### config.mk
export PLATFORM = sky130hd
export DESIGN_NAME = flow_trace_rec
export DESIGN_NICKNAME = d
export VERILOG_FILES = /design/src/rtl/ftr_pkg.sv /design/src/rtl/ftr_sram_bank.sv /design/src/rtl/ftr_ptr_unit.sv /design/src/rtl/flow_trace_rec.sv
export SDC_FILE = /design/constraint.sdc
export NUM_CORES = 2
export LEC_CHECK = 0
export BUFFER_PORTS_ARGS = -buffer_cell sky130_fd_sc_hd__clkbuf_2
export CORE_MARGIN = 2
export CORE_UTILIZATION = 30
export CTS_BUF_LIST = sky130_fd_sc_hd__clkbuf_8
export CTS_CLUSTER_DIAMETER = 40
export DETAILED_ROUTE_END_ITERATION = 12
export GPL_TIMING_DRIVEN = 0
export PLACE_DENSITY = 0.45
export SYNTH_ARGS = -nofsm -noshare
export SYNTH_HDL_FRONTEND = slang
export SYNTH_HIERARCHICAL = 1
export SYNTH_SLANG_ARGS = --single-unit
### constraint.sdc
create_clock -name clk -period 4.2 [get_ports clk]
set_input_delay 0.21 -clock clk [delete_from_list [all_inputs] [get_ports clk]]
set_output_delay 0.21 -clock clk [all_outputs]
set_load 0.05 [all_outputs]
### src/rtl/ftr_pkg.sv
`timescale 1ns/1ps
// Shared definitions for the flow trace recorder.
// Assumes: register selects are two bits wide and the size code is four bits.
package ftr_pkg;

    typedef enum logic [1:0] {
        SEL_PTR  = 2'd0,
        SEL_CTL  = 2'd1,
        SEL_FLOW = 2'd2,
        SEL_BASE = 2'd3
    } ftr_sel_e;

    localparam int CODE_W = 4;

    // Packs a halfword-aligned address with a flag in bit 0.
    function automatic logic [31:0] pack_word(input logic [30:0] pc, input logic flag);
        return {pc, flag};
    endfunction

endpackage

### src/rtl/ftr_sram_bank.sv
`timescale 1ns/1ps
// One 32-bit bank of the trace RAM: single port with a synchronous write
// and a registered read.
// Assumes: the caller asserts at most one access per cycle. The contents are
// not reset.
module ftr_sram_bank #(
    parameter int ROWS = 32
) (
    input  logic                      clk,
    input  logic                      en,
    input  logic                      we,
    input  logic [$clog2(ROWS)-1:0]   addr,
    input  logic [31:0]               wdata,
    output logic [31:0]               rdata
);
    logic [31:0] mem [ROWS];

    // Write or read the addressed row when enabled.
    always_ff @(posedge clk) begin
        if (en) begin
            if (we) mem[addr] <= wdata;
            else    rdata     <= mem[addr];
        end
    end
endmodule

### src/rtl/ftr_ptr_unit.sv
`timescale 1ns/1ps
// Write pointer for the trace RAM. It counts in packet units (8 bytes),
// wraps inside a region of 2^(code+4) bytes aligned to its size, keeps a
// sticky wrap flag and flags a watermark hit.
// Assumes: IW >= 2, so that the smallest region holds two packets.
module ftr_ptr_unit #(
    parameter int IW = 5
) (
    input  logic                      clk,
    input  logic                      rst_n,
    input  logic                      adv,
    input  logic                      sw_we,
    input  logic [IW-1:0]             sw_idx,
    input  logic                      sw_wrap,
    input  logic [ftr_pkg::CODE_W-1:0] size_code,
    input  logic [IW-1:0]             wm_idx,
    output logic [IW-1:0]             idx_q,
    output logic                      wrap_q,
    output logic                      wm_hit
);
    localparam logic [ftr_pkg::CODE_W-1:0] MAX_CODE = ftr_pkg::CODE_W'(IW - 1);

    logic [ftr_pkg::CODE_W-1:0] eff_code;
    logic [IW-1:0]              pmask;
    logic [IW-1:0]              step;
    logic [IW-1:0]              nxt;
    logic                       wraps;

    // Clamp the size code and form the in-region packet mask.
    always_comb begin
        eff_code = (size_code > MAX_CODE) ? MAX_CODE : size_code;
        pmask    = (IW'(1) << (eff_code + 1'b1)) - IW'(1);
    end

    // Next pointer inside the region, the wrap condition and the watermark hit.
    always_comb begin
        step   = idx_q + IW'(1);
        nxt    = (idx_q & ~pmask) | (step & pmask);
        wraps  = ((step & pmask) == '0);
        wm_hit = adv && !sw_we && (nxt == wm_idx);
    end

    // Pointer and wrap flag: a register write wins over an advance.
    always_ff @(posedge clk) begin
        if (!rst_n) begin
            idx_q  <= '0;
            wrap_q <= 1'b0;
        end else if (sw_we) begin
            idx_q  <= sw_idx;
            wrap_q <= sw_wrap;
        end else if (adv) begin
            idx_q  <= nxt;
            wrap_q <= wrap_q | wraps;
        end
    end

    // the wrap flag falls only after a register write.
    p_wrap_sticky_r6: assert property (@(posedge clk) disable iff (!rst_n)
        $fell(wrap_q) |-> $past(sw_we));

endmodule

### src/rtl/flow_trace_rec.sv
`timescale 1ns/1ps
// Program flow trace recorder. It stores a two-word packet in a two-bank
// SRAM for each non-sequential program flow change, keeps the write pointer,
// wrap, watermark stop and halt request, and gives trace writes priority
// over processor accesses.
// Assumes: DEPTH is a power of two >= 8 words, and the trace interface
// presents at most one flow change per cycle.
module flow_trace_rec #(
    parameter int          DEPTH     = 64,
    parameter logic [31:0] BASE_ADDR = 32'h2000_4000
) (
    input  logic                       clk,
    input  logic                       rst_n,
    input  logic                       tr_valid,
    input  logic                       tr_nonseq,
    input  logic                       tr_exc,
    input  logic [31:1]                tr_src,
    input  logic [31:1]                tr_dst,
    input  logic                       cfg_we,
    input  logic [1:0]                 cfg_sel,
    input  logic [31:0]                cfg_wdata,
    output logic [31:0]                cfg_rdata,
    input  logic                       cpu_req,
    input  logic                       cpu_we,
    input  logic [$clog2(DEPTH)-1:0]   cpu_addr,
    input  logic [31:0]                cpu_wdata,
    output logic [31:0]                cpu_rdata,
    output logic                       cpu_ready,
    output logic                       halt_req
);
    import ftr_pkg::*;

    localparam int CAW = $clog2(DEPTH);
    localparam int IW  = CAW - 1;
    localparam int PW  = CAW + 2;

    logic                 en_q, first_q, as_q, ah_q, halt_q, rd_sel_q;
    logic [CODE_W-1:0]    code_q;
    logic [IW-1:0]        wm_q;
    logic [IW-1:0]        ptr_idx;
    logic                 ptr_wrap;
    logic                 wm_hit;
    logic                 trace_wr, cpu_go;
    logic                 ptr_we, ctl_we, flow_we;
    logic [1:0][31:0]     pkt;
    logic [1:0][31:0]     bank_rd;
    logic                 unused_wbits;

    assign unused_wbits = ^cfg_wdata[30:PW];

    // Decode the register write strobes.
    always_comb begin
        ptr_we  = cfg_we && (cfg_sel == SEL_PTR);
        ctl_we  = cfg_we && (cfg_sel == SEL_CTL);
        flow_we = cfg_we && (cfg_sel == SEL_FLOW);
    end

    // Recognise a trace write and arbitrate the processor port against it.
    always_comb begin
        trace_wr  = tr_valid && tr_nonseq && en_q;
        cpu_go    = cpu_req && !trace_wr;
        cpu_ready = !(cpu_req && trace_wr);
        pkt[0]    = pack_word(tr_src, tr_exc);
        pkt[1]    = pack_word(tr_dst, first_q);
    end

    ftr_ptr_unit #(.IW(IW)) u_ptr (
        .clk       (clk),
        .rst_n     (rst_n),
        .adv       (trace_wr),
        .sw_we     (ptr_we),
        .sw_idx    (cfg_wdata[PW-1:3]),
        .sw_wrap   (cfg_wdata[2]),
        .size_code (code_q),
        .wm_idx    (wm_q),
        .idx_q     (ptr_idx),
        .wrap_q    (ptr_wrap),
        .wm_hit    (wm_hit)
    );

    // Even bank holds the source word, odd bank the destination word.
    for (genvar b = 0; b < 2; b++) begin : g_bank
        logic          ben, bwe;
        logic [IW-1:0] baddr;
        logic [31:0]   bwd;

        // Steer the bank to the trace packet or to the processor.
        always_comb begin
            ben   = trace_wr || (cpu_go && (cpu_addr[0] == 1'(b)));
            bwe   = trace_wr || (cpu_go && cpu_we && (cpu_addr[0] == 1'(b)));
            baddr = trace_wr ? ptr_idx : cpu_addr[CAW-1:1];
            bwd   = trace_wr ? pkt[b] : cpu_wdata;
        end

        ftr_sram_bank #(.ROWS(DEPTH / 2)) u_bank (
            .clk   (clk),
            .en    (ben),
            .we    (bwe),
            .addr  (baddr),
            .wdata (bwd),
            .rdata (bank_rd[b])
        );
    end

    // Remember which bank an accepted processor read went to.
    always_ff @(posedge clk) begin
        if (!rst_n)                       rd_sel_q <= 1'b0;
        else if (cpu_go && !cpu_we)       rd_sel_q <= cpu_addr[0];
    end

    assign cpu_rdata = bank_rd[rd_sel_q];

    // Control register: enable, size code and first-packet flag.
    always_ff @(posedge clk) begin
        if (!rst_n) begin
            en_q    <= 1'b0;
            code_q  <= '0;
            first_q <= 1'b0;
        end else begin
            if (trace_wr)          first_q <= 1'b0;
            if (wm_hit && as_q)    en_q    <= 1'b0;
            if (ctl_we) begin
                en_q   <= cfg_wdata[31];
                code_q <= cfg_wdata[CODE_W-1:0];
                if (cfg_wdata[31] && !en_q) first_q <= 1'b1;
            end
        end
    end

    // Watermark register with the stop and halt controls.
    always_ff @(posedge clk) begin
        if (!rst_n) begin
            wm_q <= '0;
            as_q <= 1'b0;
            ah_q <= 1'b0;
        end else if (flow_we) begin
            wm_q <= cfg_wdata[PW-1:3];
            as_q <= cfg_wdata[0];
            ah_q <= cfg_wdata[1];
        end
    end

    // One-cycle halt request after a watermark hit.
    always_ff @(posedge clk) begin
        if (!rst_n) halt_q <= 1'b0;
        else        halt_q <= wm_hit && ah_q;
    end

    assign halt_req = halt_q;

    // Register read multiplexer.
    always_comb begin
        case (cfg_sel)
            SEL_PTR:  cfg_rdata = 32'({ptr_idx, ptr_wrap, 2'b00});
            SEL_CTL:  cfg_rdata = {en_q, {(31 - CODE_W){1'b0}}, code_q};
            SEL_FLOW: cfg_rdata = 32'({wm_q, 1'b0, ah_q, as_q});
            default:  cfg_rdata = BASE_ADDR;
        endcase
    end

    // the halt request never lasts two cycles.
    p_halt_single_r8: assert property (@(posedge clk) disable iff (!rst_n)
        halt_q |=> !halt_q);

    // a watermark hit with auto-stop leaves the enable clear.
    p_stop_at_mark_r7: assert property (@(posedge clk) disable iff (!rst_n)
        wm_hit && as_q && !ctl_we |=> !en_q);

    // the pointer moves on its own only while recording is enabled.
    p_move_needs_en_r2: assert property (@(posedge clk) disable iff (!rst_n)
        !$stable(ptr_idx) && !$past(ptr_we) |-> $past(en_q));

    // the first-flag is gone after a packet is written.
    p_first_clear_r5: assert property (@(posedge clk) disable iff (!rst_n)
        trace_wr && !ctl_we |=> !first_q);

endmodule

==> impl_metrics.json <==
{
  "drt-initial-drc-count": 3384,
  "fmax_mhz": 235,
  "core_um2": 276000,
  "synth_top_family_by_area": "multiplexers",
  "synth-xor-area-share_pct": 0.106,
  "critPathSlowestCell": "nor4_2",
  "cts.sinks": 2133,
  "track_usage_pct": 18.3,
  "grt_pass1_wl_mm": 362,
  "muxShareOfSynthArea_pct": 12.9,
  "max_cap_violations": 0,
  "fin_nets": 5638,
  "via_per_inst": 4.85,
  "synth.area.top_cells": "edfxtp_1 76%, mux2i_1 12%, o22ai_1 3.9%",
  "synth_edf_count": 2112,
  "die-area_um2": 281000,
  "htreeDepth": 5,
  "violations": "setup timing",
  "fin_crit_ns": 4.25,
  "grt_pass1_vias": 46800,
  "fin_ws_ns": -0.0502,
  "whs_ns": 0.114,
  "synth-async-reset-ratio_pct": 0,
  "vias": 46100,
  "cp_num_buf_inv": 5,
  "num_rows": 193,
  "syn_to_final_growth_pct": 21.5,
  "synth_compound_area_share_pct": 4.25,
  "ant_nets": 0,
  "clock-root-buffer": "clkbuf_8",
  "synth_top_area_share_pct": 76.5,
  "yosysTopAreaCell": "edfxtp_1",
  "synth-simple-area-share_pct": 3.54,
  "drive_gt1_share_pct": 22.0,
  "synthAdderAreaFrac_pct": 0.0604,
  "drtPass1Iterations": 7,
  "setup_viol": 1,
  "slowest_delay_ns": 0.65,
  "worstPathArrival_ns": 4.98,
  "max_slew_margin_pct": 3.08,
  "die_y_um": 530,
  "cp_max_fo": 10,
  "drc_errors": 0,
  "ir_drop_v": 0.000240,
  "clockBufferDepth": 4,
  "post-route-util_pct": 36.5,
  "syn_inst": 4661,
  "die_w_um": 530,
  "crit_path_cell_trace": "nand3_4 > buf_12 > clkbuf_2 > nand2_1 > nand2_2 > clkbuf_1 > clkbuf_2 > buf_2 > mux2i_1 > o22ai_1 > nor4_2 > nand2_1",
  "cts_tree": "done",
  "cp-start-kind": "flop",
  "synthFlopType": "edfxtp_1",
  "grt.overflow.total": 0,
  "slew_violations": 0,
  "finalHoldViolCount": 0,
  "io_pins": 208,
  "fin_area_um2": 101000,
  "port_buffers": 163,
  "p_per_area_nw_per_um2": 445,
  "r2r_cells": 12,
  "yosys_warnings": 6,
  "tightest_slew_ns": 1.45,
  "place_congestion": 0.790,
  "initial_core_util_pct": 30.1,
  "crit_type": "flop to flop",
  "wirelength_mm": 262,
  "grt_start_max_net_pins": 33,
  "placed_cell_area_um2": 91100,
  "synth_cell_types": 58,
  "status": "complete, but fails checks",
  "finalSetupTns_ns": -0.0502,
  "avgRoutedWirePerCell_um": 27.6,
  "worstHoldPathType": "input pin to flop",
  "holdPathStages": 3,
  "netlist_area_um2": 82900,
  "cts-buffers-inserted": 404,
  "fin_crit_sh_pct": 101,
  "grt_antenna_before_repair": 13,
  "ys_seq_area_share_pct": 77.0,
  "crit_family": "buffers and inverters",
  "worstSkewPairLatency_ns": 1.06,
  "clk_transition_reported_paths_ns": 0.07,
  "avgSynthCellArea_um2": 17.8,
  "skew_ns": 0.0580,
  "hpwl_mm": 176,
  "worstPathRequired_ns": 4.93,
  "cp.depth": 12,
  "critPathCaptureType": "flop",
  "ys_ff_latch": 2133,
  "p_leak_nw": 35.5
}
metrics by stage:
stage / instances / power, mW / setup WS (ns)
6_report: 9511 / 44.8 / -0.0502
5_1_grt: 9495 / 46.4 / -0.00214
4_1_cts: 9475 / 45.3 / 0.0223
3_5_place_dp: 8639 / 26.6 / -2.79
3_3_place_gp: 8549 / 26.5 / -4.78
2_1_floorplan: 4681 / 25.4 / 0.396
cell usage after synthesis, types with 5 or more instances:
library cell,number
mux2_2,32
nand3_1,22
nand3b_1,7
buf_6,38
xor2_1,6
nor2b_1,6
edfxtp_1,2112
nand4_1,7
nor3_1,12
a21oi_1,5
clkbuf_1,60
buf_2,169
dfxtp_1,21
nand4b_1,10
nor2_1,75
mux2i_1,1034
nand2_1,271
o21ai_0,10
buf_4,31
or4b_1,5
inv_1,6
nand4bb_1,12
a21boi_0,12
nor4_1,128
o22ai_1,512
flip-flops by register name, indices dropped and copies added (netlist names):
name	cells
en_q	1
u_ptr/wrap_q	1
g_bank.u_bank/mem	2048
g_bank.u_bank/rdata	64
first_q	1
halt_req	1
ah_q	1
u_ptr/idx_q	5
rd_sel_q	1
code_q	4
wm_q	5
as_q	1
worst paths after layout:
check              from                           end  slack [ns]
max                en_q    g_bank[1].u_bank/rdata[27]       -0.05
min          tr_src[24]  g_bank[0].u_bank/mem[21][24]        0.11
max reg2reg        en_q    g_bank[1].u_bank/rdata[27]       -0.05
min reg2reg     first_q                       first_q        0.46
worst register-to-register path: stages (launching register included):
cell      delay, ns
dfxtp_1        0.37
nand3_4        0.11
buf_12         0.17
clkbuf_2       0.28
nand2_1        0.11
nand2_2        0.23
clkbuf_1       0.32
clkbuf_2       0.41
buf_2          0.62
mux2i_1        0.30
o22ai_1        0.11
nor4_2         0.65
nand2_1        0.25
layout make-up:
| class | count | area [um2] |
|---|---|---|
| Fill cell | 26000 | 175000 |
| Sequential cell | 2133 | 63800 |
| Multi-Input combinational cell | 2240 | 18500 |
| Clock buffer | 408 | 5620 |
| Tap cell | 3705 | 4640 |
| Timing Repair Buffer | 406 | 4510 |
| Buffer | 299 | 1820 |
| Clock inverter | 288 | 1660 |
| Antenna cell | 24 | 60.1 |
| Inverter | 8 | 42.5 |
metal layers:
layer	part of all wire [%]	global-route usage (%)	vias to the layer above	wire length, um
li1	-	-	20400	-
met1	40	22.4	24000	106000
met2	52	32.7	1262	136000
met3	4.3	2.56	471	11200
met4	3.6	6.69	0	9360
met5	0	0	-	0
report_power, final:
part	leakage, nW	internal (mW)	total (mW)	switching (mW)
Combinational	12.2	0.776	2.66	1.88
Sequential	19.2	23.6	23.6	0.0267
Clock	4.13	9.97	18.6	8.59
Total	35.5	34.3	44.8	10.5
what timing repair did:
| item | in CTS | in global routing |
|---|---|---|
| setup buffers | 86 | 0 |
| endpoints found under the hold margin | 57 | 45 |
| pin swaps | 34 | 2 |
| hold buffers | 55 | 8 |
| resized for setup | 131 | 12 |
| setup endpoints to repair | 2209 | 40 |
cells in the final DEF (no fill, tap or decap), drive strengths merged, types with 24 or more instances in the layout:
| cell type | n |
|---|---|
| edfxtp | 2112 |
| mux2i | 1034 |
| clkbuf | 634 |
| o22ai | 512 |
| buf | 416 |
| nand2 | 271 |
| clkinv | 146 |
| nor4 | 129 |
| inv | 124 |
| nor2 | 75 |
| dlygate4sd3 | 63 |
| mux2 | 32 |
| diode | 24 |
logic make-up after synthesis:
family / Yosys count
AO/OA/AOI/OAI: 557
XOR/XNOR: 10
adder cells (fa/ha/maj): 4
buffers and inverters: 308
flip-flops: 2133
multiplexers: 1066
other: 1
AND/OR/NAND/NOR: 582
(Power assumes the default switching activity.)
